==> config.mk <==
export PLATFORM = sky130hd
export DESIGN_NAME = poll_status_reporter
export DESIGN_NICKNAME = d
export VERILOG_FILES = /design/src/rtl/wcs_pkg.sv /design/src/rtl/wcs_edge.sv /design/src/rtl/wcs_toggle.sv /design/src/rtl/wcs_settle.sv /design/src/rtl/poll_status_reporter.sv
export SDC_FILE = /design/constraint.sdc
export NUM_CORES = 1
export LEC_CHECK = 0
export BUFFER_PORTS_ARGS = -buffer_cell sky130_fd_sc_hd__buf_2
export CAP_MARGIN = 20
export CORE_AREA = 2 2 39 41
export CTS_BUF_LIST = sky130_fd_sc_hd__clkbuf_8 sky130_fd_sc_hd__clkbuf_16
export DETAILED_ROUTE_END_ITERATION = 12
export DIE_AREA = 0 0 41 43
export HOLD_SLACK_MARGIN = 0.08
export MAX_ROUTING_LAYER = met4
export PLACE_DENSITY = 0.81
export SLEW_MARGIN = 40
export SYNTH_ARGS = -nofsm -noshare
export SYNTH_HDL_FRONTEND = slang
export SYNTH_SLANG_ARGS = --single-unit
==> constraint.sdc <==
create_clock -name clk -period 1.8 [get_ports clk]
set_input_delay 0.36 -clock clk [delete_from_list [all_inputs] [get_ports clk]]
set_output_delay 0.36 -clock clk [all_outputs]
set_load 0.005 [all_outputs]
==> src/rtl/wcs_pkg.sv <==
package wcs_pkg;

    typedef enum logic [1:0] {
        PH_IDLE   = 2'd0,
        PH_WRITE  = 2'd1,
        PH_ERASE  = 2'd2,
        PH_SETTLE = 2'd3
    } phase_e;

    typedef struct packed {
        logic       poll;
        logic       tog;
        logic [5:0] fill;
    } status_t;

    localparam int BYTE_W = 8;

    function automatic logic [BYTE_W-1:0] make_status(input logic erasing,
                                                      input logic last_msb,
                                                      input logic tog_bit);
        status_t s;
        s.poll = erasing ? 1'b0 : ~last_msb;
        s.tog  = tog_bit;
        s.fill = '0;
        return s;
    endfunction

    function automatic logic [BYTE_W-1:0] make_settle(input logic [BYTE_W-1:0] arr);
        logic [BYTE_W-1:0] v;
        v = '0;
        v[BYTE_W-1] = arr[BYTE_W-1];
        return v;
    endfunction

endpackage

==> src/rtl/wcs_edge.sv <==
module wcs_edge (
    input  logic clk,
    input  logic rst,
    input  logic sig,
    output logic rise,
    output logic fall
);
    logic sig_q;

    always_ff @(posedge clk) begin
        if (rst) sig_q <= 1'b0;
        else     sig_q <= sig;
    end

    assign rise = sig & ~sig_q;
    assign fall = ~sig & sig_q;
endmodule

==> src/rtl/wcs_toggle.sv <==
module wcs_toggle (
    input  logic clk,
    input  logic rst,
    input  logic op_start,
    input  logic op_active,
    input  logic rd_edge,
    output logic tog_now
);
    logic tgl_q;

    assign tog_now = op_start ? 1'b1 : tgl_q;

    always_ff @(posedge clk) begin
        if (rst)
            tgl_q <= 1'b1;
        else if (op_start)
            tgl_q <= rd_edge ? 1'b0 : 1'b1;
        else if (op_active && rd_edge)
            tgl_q <= ~tgl_q;
    end
endmodule

==> src/rtl/wcs_settle.sv <==
module wcs_settle #(
    parameter int SETTLE_CYC = 4
) (
    input  logic clk,
    input  logic rst,
    input  logic op_start,
    input  logic op_end,
    output logic settling
);
    localparam int CW = (SETTLE_CYC > 1) ? $clog2(SETTLE_CYC) : 1;
    localparam logic [CW-1:0] LOAD = CW'(SETTLE_CYC - 1);

    logic [CW-1:0] cnt_q;

    assign settling = op_end | (cnt_q != '0);

    always_ff @(posedge clk) begin
        if (rst)
            cnt_q <= '0;
        else if (op_start)
            cnt_q <= '0;
        else if (op_end)
            cnt_q <= LOAD;
        else if (cnt_q != '0)
            cnt_q <= cnt_q - 1'b1;
    end
endmodule

==> src/rtl/poll_status_reporter.sv <==
module poll_status_reporter
    import wcs_pkg::*;
#(
    parameter int SETTLE_CYC = 4
) (
    input  logic        clk,
    input  logic        rst,
    input  logic        wr_busy,
    input  logic        er_busy,
    input  logic [7:0]  last_byte,
    input  logic [7:0]  arr_data,
    input  logic        rd_stb,
    output logic [7:0]  rd_data
);
    logic   active;
    logic   op_start, op_end;
    logic   rd_edge, rd_fall_unused;
    logic   tog_now;
    logic   settling;
    phase_e phase;
    logic [7:0] next_byte;
    logic [7:0] rd_q;

    assign active = wr_busy | er_busy;

    wcs_edge u_act_edge (
        .clk (clk), .rst (rst), .sig (active),
        .rise(op_start), .fall(op_end)
    );

    wcs_edge u_rd_edge (
        .clk (clk), .rst (rst), .sig (rd_stb),
        .rise(rd_edge), .fall(rd_fall_unused)
    );

    wcs_toggle u_toggle (
        .clk      (clk),
        .rst      (rst),
        .op_start (op_start),
        .op_active(active),
        .rd_edge  (rd_edge),
        .tog_now  (tog_now)
    );

    wcs_settle #(.SETTLE_CYC(SETTLE_CYC)) u_settle (
        .clk     (clk),
        .rst     (rst),
        .op_start(op_start),
        .op_end  (op_end),
        .settling(settling)
    );

    always_comb begin
        if (er_busy)       phase = PH_ERASE;
        else if (wr_busy)  phase = PH_WRITE;
        else if (settling) phase = PH_SETTLE;
        else               phase = PH_IDLE;
    end

    always_comb begin
        unique case (phase)
            PH_ERASE:  next_byte = make_status(1'b1, last_byte[7], tog_now);
            PH_WRITE:  next_byte = make_status(1'b0, last_byte[7], tog_now);
            PH_SETTLE: next_byte = make_settle(arr_data);
            default:   next_byte = arr_data;
        endcase
    end

    always_ff @(posedge clk) begin
        if (rst)          rd_q <= '0;
        else if (rd_edge) rd_q <= next_byte;
    end

    assign rd_data = rd_q;
endmodule

==> flow_summary_export.csv <==
group,metric,value,unit
status,status,"finished clean",
clocking,numCtsBuffers,3,
critical_path,required,1.96,ns
timing,period_share,77.9,%
clocking,post_cts.repair.setup_buffers,0,
critical_path,path_cells,"inv_1 -> ha_1 -> nor2b_1 -> nand3_1 -> a31oi_1",
clocking,cts_root_buf,"clkbuf_8",
placed_design,port_buffers,21,
timing,maxSlewViolCount,0,
clocking,cts_resized,0,
floorplan,die_y,43,µm
floorplan,core_area,0.00138,mm²
timing,max_slew_margin,66.5,%
detailed_routing,vias_per_cell,5.04,
timing,tightest_slew,0.501,ns
clocking,cts_tree,"yes",
power,vdd_drop_max,0.000549,V
logic_synthesis,yosysWarnings,0,
layout,stdcell_count,95,
timing,tns,0,ns
timing,period_needed,1.40,ns
detailed_routing,ant_nets,0,
layout,syn2layout_area_growth,28.7,%
detailed_routing,route.met3.wl,74,µm
floorplan,ios,29,
timing,grt_setup_unrepaired,"false",
critical_path,max_stage_delay,0.46,ns
logic_synthesis,ys_ff_latch,13,
logic_synthesis,syn_inst,56,
detailed_routing,met1_length,540,µm
hold_path,hp-class,"in -> reg",
detailed_routing,highest_layer,"met4",
timing,finClkSkew,0.00558,ns
placed_design,post-place-ws,0.403,ns
floorplan,dieArea,0.00176,mm²
critical_path,r2r_slack,0.40,ns
detailed_routing,firstDrtPassIters,2,
placed_design,placed_cells,91,
timing,setup_viol,0,
logic_synthesis,syn_area_per_cell,9.72,µm²
power,leakage,0.304,nW
timing,fmax,713,MHz
detailed_routing,wl_met2,529,µm
global_route,grt_usage,16.2,%
detailed_routing,wirelength,1.16,mm
timing,timing.final.ws_setup,0.398,ns
layout,layout-drive-gt1-share,35.4,%
timing,hold_viol_final,0,
layout,layout.nets,102,
clocking,ctsHoldBuffers,0,
placed_design,place_congestion,0.720,
clocking,clk_pin_slew,0.06,ns
logic_synthesis,ys_seq_area_share,47.8,%
detailed_routing,avgRoutedWirePerCell,12.2,µm
critical_path,path_max_fanout,7,
power,cellPowerDensity,939,mW/mm²
floorplan,die_w,41,µm
logic_synthesis,synthesis.area,544,µm²
clocking,cts.sinks,13,
global_route,grt_pass1_wl,1.93,mm
global_route,grt_overflow,0,
flow_run,max_cap_violations,0,
global_route,antenna_found_initial,0,
critical_path,critPathKind,"reg -> reg",
critical_path,slowest_stage,"nor2b_1",
logic_synthesis,ys_types,23,
global_route,grt_pass1_vias,450,
detailed_routing,first_iter_violations,2,
logic_synthesis,syn_nets,78,
critical_path,worstSetupEndpointType,"flop",
floorplan,start_util,39.3,%
layout,fill_cells,128,
global_route,grt_max_degree,14,
critical_path,crit_path_start_kind,"flop",
detailed_routing,drc,0,
critical_path,worstPathArrival,1.57,ns
layout,final_util,50.6,%
clocking,htree_levels,1,
floorplan,num_rows,14,
detailed_routing,vias,479,
clocking,clk-insertion-delay-late,0.24,ns
clocking,cts.path.max_buffers,2,
layout,antenna_cells,0,
## sequential cells by signal, indices dropped and copies added (netlist names)
signal and flops:
u_settle.cnt_q 2, u_toggle.tgl_q 1, u_rd_edge.sig_q 1, rd_data 8, u_act_edge.sig_q 1
## cells by family (layout without fill, tap and decap cells)
kind of cell	after synthesis	in the layout	share of synthesized area [%]
adders and majority gates	1	1	2.30
xor gates and xnor gates	1	1	1.61
AOI/OAI and AO/OA	15	15	20.7
DFF	13	13	47.8
and+or+nand+nor	22	22	23.4
buffers and inverters	4	27	4.14
## power by group
group | switching, mW | internal, mW
Sequential | 0.00900 | 0.302
Combinational | 0.0480 | 0.0418
Clock | 0.104 | 0.153
## metrics by stage
step	area, µm²	power (mW)	hold slack, ns
floorplan	544	0.374	0.429
global placement	654	0.403	0.448
detailed placement	654	0.407	0.460
CTS	701	0.663	0.378
global route	701	0.690	0.397
finish	701	0.658	0.375
## final cells by class
class                           instances  area, µm²  area share (%)
Clock inverter                          1       5.00           0.714
Multi-Input combinational cell         39        262            37.3
Sequential cell                        13        260            37.1
Clock buffer                            3       41.3            5.89
Inverter                                2       7.51            1.07
Timing Repair Buffer                   21        105            15.0
Tap cell                               16       20.0            2.86
## layer usage
metal	track usage, %	vias up
li1	-	249
met2	23.8	16
met1	21.4	210
met4	6.00	0
met3	3.14	4
met5	-	-
## cells in the mapped netlist, drive strengths merged
master  count  area, µm²
inv         2       7.51
or3         1       6.26
nor4b       1       23.8
nor2       10       37.5
o21ai       1       5.00
a31oi       1       6.26
buf         1       11.3
a32oi       6       52.6
nand2       3       11.3
nor2b       3       18.8
a21o        1       7.51
xnor2       1       8.76
dfxtp      13        260
nand3       1       5.00
a21oi       4       23.8
nand2b      1       13.8
and2        1       6.26
nor3        1       5.00
o22ai       1       6.26
clkbuf      1       3.75
a2111o      1       11.3
ha          1       12.5
## cells in the final DEF, fill, tap and decap left out
master and instances:
a2111o_1 1, a21o_1 1, a21oi_1 3, a21oi_2 1, a31oi_1 1, a32oi_1 6, and2_1 1, buf_2 21
clkbuf_8 3, clkinv_2 1, dfxtp_1 13, ha_1 1, inv_1 2, nand2_1 3, nand2b_4 1, nand3_1 1
nor2_1 10, nor2b_1 3, nor3_1 1, nor4b_4 1, o21ai_0 1, o22ai_1 1, or3_1 1, xnor2_1 1
## path summary, 6_finish.rpt
| check | startpoint | endpoint | cells after the start |
|---|---|---|---|
| max | u_settle.cnt_q[0]$_SDFFE_PP0P_ | rd_data[6]$_SDFFE_PP0P_ | 5 |
| min | arr_data[0] | rd_data[0]$_SDFFE_PP0P_ | 3 |
| max reg2reg | u_settle.cnt_q[0]$_SDFFE_PP0P_ | rd_data[6]$_SDFFE_PP0P_ | 5 |
| min reg2reg | rd_data[7]$_SDFFE_PP0P_ | rd_data[7]$_SDFFE_PP0P_ | 2 |
## critical path: cells and delay by family (launching register included)
family | cells | cell delay, ns
AND/OR/NAND/NOR | 2 | 0.59
flip-flops | 1 | 0.32
adder cells (fa/ha/maj) | 1 | 0.21
AO/OA/AOI/OAI | 1 | 0.15
buffers and inverters | 1 | 0.06
(Power assumes the default switching activity.)
